## src/rtl/mo_pkg.sv

```systemverilog
package mo_pkg;

    parameter int ADDR_W = 16;
    parameter int TAG_W  = 4;

    typedef enum logic [1:0] {
        MODE_SC  = 2'd0,
        MODE_TSO = 2'd1,
        MODE_PSO = 2'd2,
        MODE_WO  = 2'd3
    } mode_e;

    localparam logic [2:0] OP_LD    = 3'd0;
    localparam logic [2:0] OP_ST    = 3'd1;
    localparam logic [2:0] OP_ATOM  = 3'd2;
    localparam logic [2:0] OP_FFULL = 3'd3;
    localparam logic [2:0] OP_FSS   = 3'd4;
    localparam logic [2:0] OP_FLD   = 3'd5;
    localparam logic [2:0] OP_FST1  = 3'd6;

    typedef struct packed {
        logic              valid;
        logic              issued;
        logic              rdy;
        logic [2:0]        op;
        logic [ADDR_W-1:0] addr;
        logic [TAG_W-1:0]  tag;
    } entry_t;

    function automatic logic is_mem(input logic [2:0] op);
        return (op == OP_LD) || (op == OP_ST) || (op == OP_ATOM);
    endfunction

    function automatic logic is_fence(input logic [2:0] op);
        return (op == OP_FFULL) || (op == OP_FSS) || (op == OP_FLD) || (op == OP_FST1);
    endfunction

    function automatic logic writes_mem(input logic [2:0] op);
        return (op == OP_ST) || (op == OP_ATOM);
    endfunction

    function automatic logic reads_mem(input logic [2:0] op);
        return (op == OP_LD) || (op == OP_ATOM);
    endfunction

    // Does the mode keep an older/younger access pair in program order?
    function automatic logic pair_ordered(input mode_e m, input logic [2:0] o, input logic [2:0] y);
        logic r;
        if (o == OP_ATOM || y == OP_ATOM) begin
            r = 1'b1;
        end else begin
            case (m)
                MODE_SC:  r = 1'b1;
                MODE_TSO: r = !(o == OP_ST && y == OP_LD);
                MODE_PSO: r = (o == OP_LD);
                default:  r = 1'b0;
            endcase
        end
        return r;
    endfunction

    // Does a pending fence of kind f hold back a younger access y?
    function automatic logic fence_blocks(input logic [2:0] f, input logic [2:0] y);
        logic r;
        case (f)
            OP_FFULL: r = 1'b1;
            OP_FSS:   r = writes_mem(y);
            OP_FST1:  r = writes_mem(y);
            OP_FLD:   r = reads_mem(y);
            default:  r = 1'b0;
        endcase
        return r;
    endfunction

endpackage

```

## src/rtl/mo_order_rules.sv

```systemverilog
module mo_order_rules
    import mo_pkg::*;
#(
    parameter int DEPTH = 8
) (
    input  mode_e                         mode,
    input  logic [DEPTH-1:0]              in_win,
    input  logic [DEPTH-1:0]              w_valid,
    input  logic [DEPTH-1:0]              w_issued,
    input  logic [DEPTH-1:0]              w_rdy,
    input  logic [DEPTH-1:0][2:0]         w_op,
    input  logic [DEPTH-1:0][ADDR_W-1:0]  w_addr,
    output logic [DEPTH-1:0]              elig,
    output logic [DEPTH-1:0]              fence_ok
);

    // Position 0 is the oldest slot of the window; every position is
    // compared with all positions before it.
    for (genvar p = 0; p < DEPTH; p++) begin : g_pos
        logic blk;
        logic pend_any;
        logic pend_st;
        logic pend_ld;
        logic pend_uniss;

        always_comb begin
            blk        = 1'b0;
            pend_any   = 1'b0;
            pend_st    = 1'b0;
            pend_ld    = 1'b0;
            pend_uniss = 1'b0;
            for (int q = 0; q < p; q++) begin
                if (in_win[q] && w_valid[q]) begin
                    if (is_mem(w_op[q])) begin
                        pend_any = 1'b1;
                        if (writes_mem(w_op[q])) pend_st = 1'b1;
                        if (reads_mem(w_op[q]))  pend_ld = 1'b1;
                        if (!w_issued[q]) begin
                            pend_uniss = 1'b1;
                            if (pair_ordered(mode, w_op[q], w_op[p])) blk = 1'b1;
                            if (writes_mem(w_op[q]) && (w_addr[q] == w_addr[p])) blk = 1'b1;
                        end
                        if (w_op[q] == OP_ATOM) blk = 1'b1;
                        if (w_op[p] == OP_ATOM) blk = 1'b1;
                    end else if (fence_blocks(w_op[q], w_op[p])) begin
                        blk = 1'b1;
                    end
                end
            end
        end

        always_comb begin
            elig[p] = in_win[p] && w_valid[p] && !w_issued[p] && w_rdy[p]
                    && is_mem(w_op[p]) && !blk;
            case (w_op[p])
                OP_FFULL: fence_ok[p] = in_win[p] && w_valid[p] && !pend_any;
                OP_FSS:   fence_ok[p] = in_win[p] && w_valid[p] && !pend_st;
                OP_FLD:   fence_ok[p] = in_win[p] && w_valid[p] && !pend_ld;
                OP_FST1:  fence_ok[p] = in_win[p] && w_valid[p] && !pend_uniss;
                default:  fence_ok[p] = 1'b0;
            endcase
        end
    end

endmodule

```

## src/rtl/mo_pick.sv

```systemverilog
module mo_pick #(
    parameter int N = 8
) (
    input  logic [N-1:0] req,
    output logic [N-1:0] gnt,
    output logic         any
);

    logic found;

    always_comb begin
        gnt   = '0;
        found = 1'b0;
        for (int i = 0; i < N; i++) begin
            if (req[i] && !found) begin
                gnt[i] = 1'b1;
                found  = 1'b1;
            end
        end
    end

    assign any = found;

endmodule

```

## src/rtl/mo_arbiter.sv

```systemverilog
module mo_arbiter
    import mo_pkg::*;
#(
    parameter int DEPTH = 8
) (
    input  logic              clk,
    input  logic              rst_n,
    input  logic [1:0]        mode,
    input  logic              enq_valid,
    output logic              enq_ready,
    input  logic [2:0]        enq_op,
    input  logic [ADDR_W-1:0] enq_addr,
    input  logic [TAG_W-1:0]  enq_tag,
    input  logic              enq_opnd_rdy,
    input  logic              wake_valid,
    input  logic [TAG_W-1:0]  wake_tag,
    output logic              iss_valid,
    input  logic              iss_ready,
    output logic [2:0]        iss_op,
    output logic [ADDR_W-1:0] iss_addr,
    output logic [TAG_W-1:0]  iss_tag,
    input  logic              cmp_valid,
    input  logic [TAG_W-1:0]  cmp_tag
);

    // DEPTH must be a power of two so that the pointers wrap naturally.
    localparam int PW = (DEPTH > 1) ? $clog2(DEPTH) : 1;
    localparam int CW = $clog2(DEPTH + 1);

    typedef struct packed {
        entry_t [DEPTH-1:0] ent;
        logic   [PW-1:0]    head;
        logic   [PW-1:0]    tail;
        logic   [CW-1:0]    count;
    } state_t;

    state_t s_q, s_d;
    mode_e  mode_m;

    logic [DEPTH-1:0]             in_win, r_valid, r_issued, r_rdy;
    logic [DEPTH-1:0][2:0]        r_op;
    logic [DEPTH-1:0][ADDR_W-1:0] r_addr;
    logic [DEPTH-1:0][PW-1:0]     r_phys;
    logic [DEPTH-1:0]             elig, fence_ok, gnt;
    logic                         any;
    logic [PW-1:0]                sel;
    logic [CW-1:0]                occ;
    logic                         push, pop;

    assign mode_m = mode_e'(mode);
    assign occ    = s_q.count;

    // View of the window rotated so that position 0 is the oldest slot
    always_comb begin
        for (int p = 0; p < DEPTH; p++) begin
            r_phys[p]   = s_q.head + PW'(p);
            in_win[p]   = (CW'(p) < s_q.count);
            r_valid[p]  = s_q.ent[r_phys[p]].valid;
            r_issued[p] = s_q.ent[r_phys[p]].issued;
            r_rdy[p]    = s_q.ent[r_phys[p]].rdy;
            r_op[p]     = s_q.ent[r_phys[p]].op;
            r_addr[p]   = s_q.ent[r_phys[p]].addr;
        end
    end

    mo_order_rules #(.DEPTH(DEPTH)) u_rules (
        .mode     (mode_m),
        .in_win   (in_win),
        .w_valid  (r_valid),
        .w_issued (r_issued),
        .w_rdy    (r_rdy),
        .w_op     (r_op),
        .w_addr   (r_addr),
        .elig     (elig),
        .fence_ok (fence_ok)
    );

    mo_pick #(.N(DEPTH)) u_pick (
        .req (elig),
        .gnt (gnt),
        .any (any)
    );

    always_comb begin
        sel = '0;
        for (int p = 0; p < DEPTH; p++) begin
            if (gnt[p]) sel = r_phys[p];
        end
    end

    assign iss_valid = any;
    assign iss_op    = s_q.ent[sel].op;
    assign iss_addr  = s_q.ent[sel].addr;
    assign iss_tag   = s_q.ent[sel].tag;
    assign enq_ready = (s_q.count < CW'(DEPTH));

    assign push = enq_valid && enq_ready;
    assign pop  = (s_q.count != '0) && !s_q.ent[s_q.head].valid;

    always_comb begin
        s_d = s_q;

        for (int i = 0; i < DEPTH; i++) begin
            if (wake_valid && s_q.ent[i].valid && (s_q.ent[i].tag == wake_tag))
                s_d.ent[i].rdy = 1'b1;
            if (cmp_valid && s_q.ent[i].valid && s_q.ent[i].issued
                && (s_q.ent[i].tag == cmp_tag))
                s_d.ent[i].valid = 1'b0;
        end

        if (any && iss_ready)
            s_d.ent[sel].issued = 1'b1;

        for (int p = 0; p < DEPTH; p++) begin
            if (fence_ok[p])
                s_d.ent[r_phys[p]].valid = 1'b0;
        end

        if (push) begin
            s_d.ent[s_q.tail].valid  = 1'b1;
            s_d.ent[s_q.tail].issued = 1'b0;
            s_d.ent[s_q.tail].rdy    = enq_opnd_rdy || is_fence(enq_op);
            s_d.ent[s_q.tail].op     = enq_op;
            s_d.ent[s_q.tail].addr   = enq_addr;
            s_d.ent[s_q.tail].tag    = enq_tag;
            s_d.tail                 = s_q.tail + PW'(1);
        end

        if (pop)
            s_d.head = s_q.head + PW'(1);

        s_d.count = s_q.count + CW'(push) - CW'(pop);
    end

    always_ff @(posedge clk or negedge rst_n) begin
        if (!rst_n) s_q <= '0;
        else        s_q <= s_d;
    end

endmodule

```

## config.mk

```make
export PLATFORM = sky130hd
export DESIGN_NAME = mo_arbiter
export DESIGN_NICKNAME = d
export VERILOG_FILES = /design/src/rtl/mo_pkg.sv /design/src/rtl/mo_order_rules.sv /design/src/rtl/mo_pick.sv /design/src/rtl/mo_arbiter.sv
export SDC_FILE = /design/constraint.sdc
export NUM_CORES = 1
export LEC_CHECK = 0
export BUFFER_PORTS_ARGS = -buffer_cell sky130_fd_sc_hd__buf_2
export CORE_ASPECT_RATIO = 0.75
export CORE_MARGIN = 2
export CORE_UTILIZATION = 50
export DETAILED_ROUTE_END_ITERATION = 10
export GPL_TIMING_DRIVEN = 0
export PLACE_DENSITY_LB_ADDON = 0.08
export SLEW_MARGIN = 10
export SYNTH_ARGS = -nofsm -noshare
export SYNTH_HDL_FRONTEND = slang
export SYNTH_HIERARCHICAL = 1
export SYNTH_SLANG_ARGS = --single-unit
```

## constraint.sdc

```tcl
create_clock -name clk -period 14.6 [get_ports clk]
set_clock_uncertainty 0.1 [all_clocks]
set_input_delay 0.73 -clock clk [delete_from_list [all_inputs] [get_ports clk]]
set_output_delay 0.73 -clock clk [all_outputs]
set_load 0.05 [all_outputs]
```

==> flow_summary_export.csv <==
group,metric,value,unit
routing,dr.pass1.iters,8,
worst_setup_path,crit_path_frequent_cell,"clkbuf_1",
synthesis,synth_common_cells,"nand2_1 (677), xnor2_1 (260), xor2_1 (258)",
synthesis,synth_area,0.0289,mm²
cells_and_area,final-seq-area,0.00546,mm²
worst_setup_path,crit_slowest_cell,"nor4_1",
worst_setup_path,r2r_end,"s_q[216]",
clocking,root_buffer,"clkbuf_16",
synthesis,synth_edf_count,0,
floorplanning,die_h,212,µm
routing,viasPerCell,7.29,
synthesis,synth_flop_cell,"dfrtp_1",
global_routing,antenna_found_initial,2,
clocking,cts_buffer_depth,3,
placed_design,place_area,0.0302,mm²
floorplanning,io_pins,65,
timing,setup_viol,0,
synthesis,yosysTopAreaCellShare,18.9,%
timing,slew_viol_final,0,
synthesis,post_synth.cell_area_avg,8.33,µm²
cells_and_area,multi_input_area,0.0216,mm²
cells_and_area,post-route-util,54.3,%
routing,vias,31700,
placed_design,place.gp.congestion,1.12,
cells_and_area,finalInstanceArea,0.0311,mm²
routing,wl,144000,µm
synthesis,synth_area_leader_cell,"dfrtp_1",
worst_setup_path,cp_data_arrival_time,13.22,ns
worst_setup_path,rr_worst_depth,30,
timing,whs,-0.0129,ns
worst_setup_path,crit_start,"s_q[7]",
clocking,cts_tree,"yes",
routing,antenna_left,0,
floorplanning,initial_core_util,50.5,%
synthesis,ys_ff_latch,218,
synthesis,synth.yosys.seq_area_share,18.9,%
timing,period_needed,14.05,ns
timing,tightest_slew,1.40,ns
timing,rsz0062_at_grt,"no",
cells_and_area,final_layout_size_suffix_gt1_share,19.4,%
synthesis,yosysMostFrequentCell,"nand2_1",
routing,drc,0,
worst_setup_path,max_stage_delay,1.12,ns
worst_setup_path,required,13.77,ns
worst_setup_path,r2r_slack,2.80,ns
worst_setup_path,start_kind,"flip-flop",
synthesis,yosys-top-cells-area,"dfrtp_1 (19%), mux4_2 (14%), nand2_1 (8.8%)",
synthesis,ys_warn_count,6,
routing,wire_per_inst,33.1,µm
synthesis,synth-async-reset-ratio,100,%
floorplanning,row_count,76,
hold_path,hold_path.class,"in2async",
synthesis,synth_nets,3524,
clocking,path_clk_slew,0.06,ns
synthesis,synth_cells,3470,
timing,finalSetupTns,0,ns
global_routing,first_global_vias,29500,
synthesis,synth_cell_types,97,
timing,hold_violations,6,
floorplanning,fp.dieW,282,µm
clocking,htree_levels,1,
worst_setup_path,cp-endpoint,"iss_addr[13]",
global_routing,track_usage,47.6,%
placed_design,io_buffers,50,
floorplanning,core_region_area,0.0572,mm²
global_routing,grt_max_degree,96,
clocking,cts_buffers,25,
cells_and_area,nets,3604,
worst_setup_path,endpoint_kind,"output port",
global_routing,gr-total-overflow,0,
timing,relSlewSlack,5.55,%
worst_setup_path,crit_type,"reg2out",
timing,fmax,71.2,MHz
clocking,cts.sinks,218,
global_routing,grt_pass1_wl,206000,µm
cells_and_area,area_growth,7.60,%
timing,post-route-period-util,96.2,%
cells_and_area,fillers,5344,
outcome,violations,"negative hold slack",
worst_setup_path,crit-reg2reg-launch,"s_q[7]",
clocking,post-cts-setup-buffer-count,0,
clocking,ctsHoldBuffers,0,
floorplanning,dieArea,0.0598,mm²
flow_run,cap_violations,0,
outcome,status,"complete, but fails checks",
routing,drtIter0Drc,5685,
clocking,insertion_delay,0.56,ns
clocking,ctsResizeCount,0,
worst_setup_path,cp_max_fo,10,
placed_design,hpwl,111000,µm
==> worst min path at each step <==
stage,from,to,cells past startpoint,slack (ns)
final,rst_n,s_q[85],1,-0.01
after detailed placement,occ[0],occ[0],1,0.46
after global placement,s_q[4],s_q[4],2,0.40
after floorplan,rst_n,occ[0],0,0.33
after CTS,rst_n,s_q[85],1,0.007
after global routing,rst_n,s_q[65],1,0.02
==> metrics by stage <==
stage,instances,hold slack [ns],worst slack (ns)
global placement,4300,0.404,2.27
finish,4349,-0.0129,0.554
floorplan,3470,0.334,6.52
CTS,4346,0.00698,1.83
global route,4346,0.0209,0.646
detailed placement,4303,0.457,2.45
==> metal layers <==
metal,wire length (µm),GRT usage [%]
met5,138,1.57
met3,25100,21.1
met2,55700,65.5
met1,54300,64.1
met4,8620,19.9
==> worst max-delay path, delay by kind of cell, from the launching register on <==
family | cells | cell delay (ns)
buf+inv | 15 | 7.21
compound gates | 4 | 1.28
fa+ha+maj | 1 | 0.24
xor+xnor | 1 | 0.15
mux | 1 | 0.34
flops | 1 | 0.39
simple gates | 10 | 2.94
==> area by class of cell <==
cell class                 count  area share, %
timing repair buffer          53           1.06
clock buffer                  29           2.06
multi-input combinational   2817           69.3
buffer                       405           5.82
sequential                   218           17.5
antenna                        3         0.0241
clock inverter                14          0.644
inverter                      30          0.362
tap                          780           3.14
==> sequential cells by signal, indices dropped and copies added (netlist names) <==
name,count
occ,4
s_q,214
==> cell usage in the layout, fill, tap and decap left out, types with 9 or more instances in the layout <==
cell type / count
mux2i_1: 55
nor3_1: 148
a41oi_2: 17
nand2_1: 677
a22oi_1: 32
o2111ai_1: 27
dfrtp_1: 218
xor2_1: 258
nand2b_1: 13
mux4_2: 176
o211ai_1: 59
or3_1: 29
ha_1: 13
o22a_1: 9
nor4b_1: 26
nor2_1: 75
a311oi_1: 24
buf_1: 27
buf_2: 202
and2_1: 33
a31oi_1: 41
nand3_1: 87
a21oi_1: 83
nand4_1: 64
clkbuf_1: 210
or2_2: 24
o21ai_0: 73
mux2_2: 166
a211oi_1: 17
buf_4: 10
o22ai_1: 32
nor2b_1: 34
inv_1: 27
clkbuf_16: 25
nor4_1: 89
xnor2_1: 259
o311a_1: 29
==> cell families after synthesis <==
| family | count (synthesis) | synth area share (%) |
|---|---|---|
| XOR/XNOR | 521 | 15.9 |
| AND/OR/NAND/NOR | 1358 | 22.5 |
| adder cells (fa/ha/maj) | 14 | 0.632 |
| flip-flops | 218 | 18.9 |
| multiplexers | 397 | 22.1 |
| buffers and inverters | 435 | 6.65 |
| AO/OA/AOI/OAI | 527 | 13.4 |
Power is left out: the tool's default activity adds up to more than one toggle a clock period on the data nets, which glitch-free logic cannot reach.
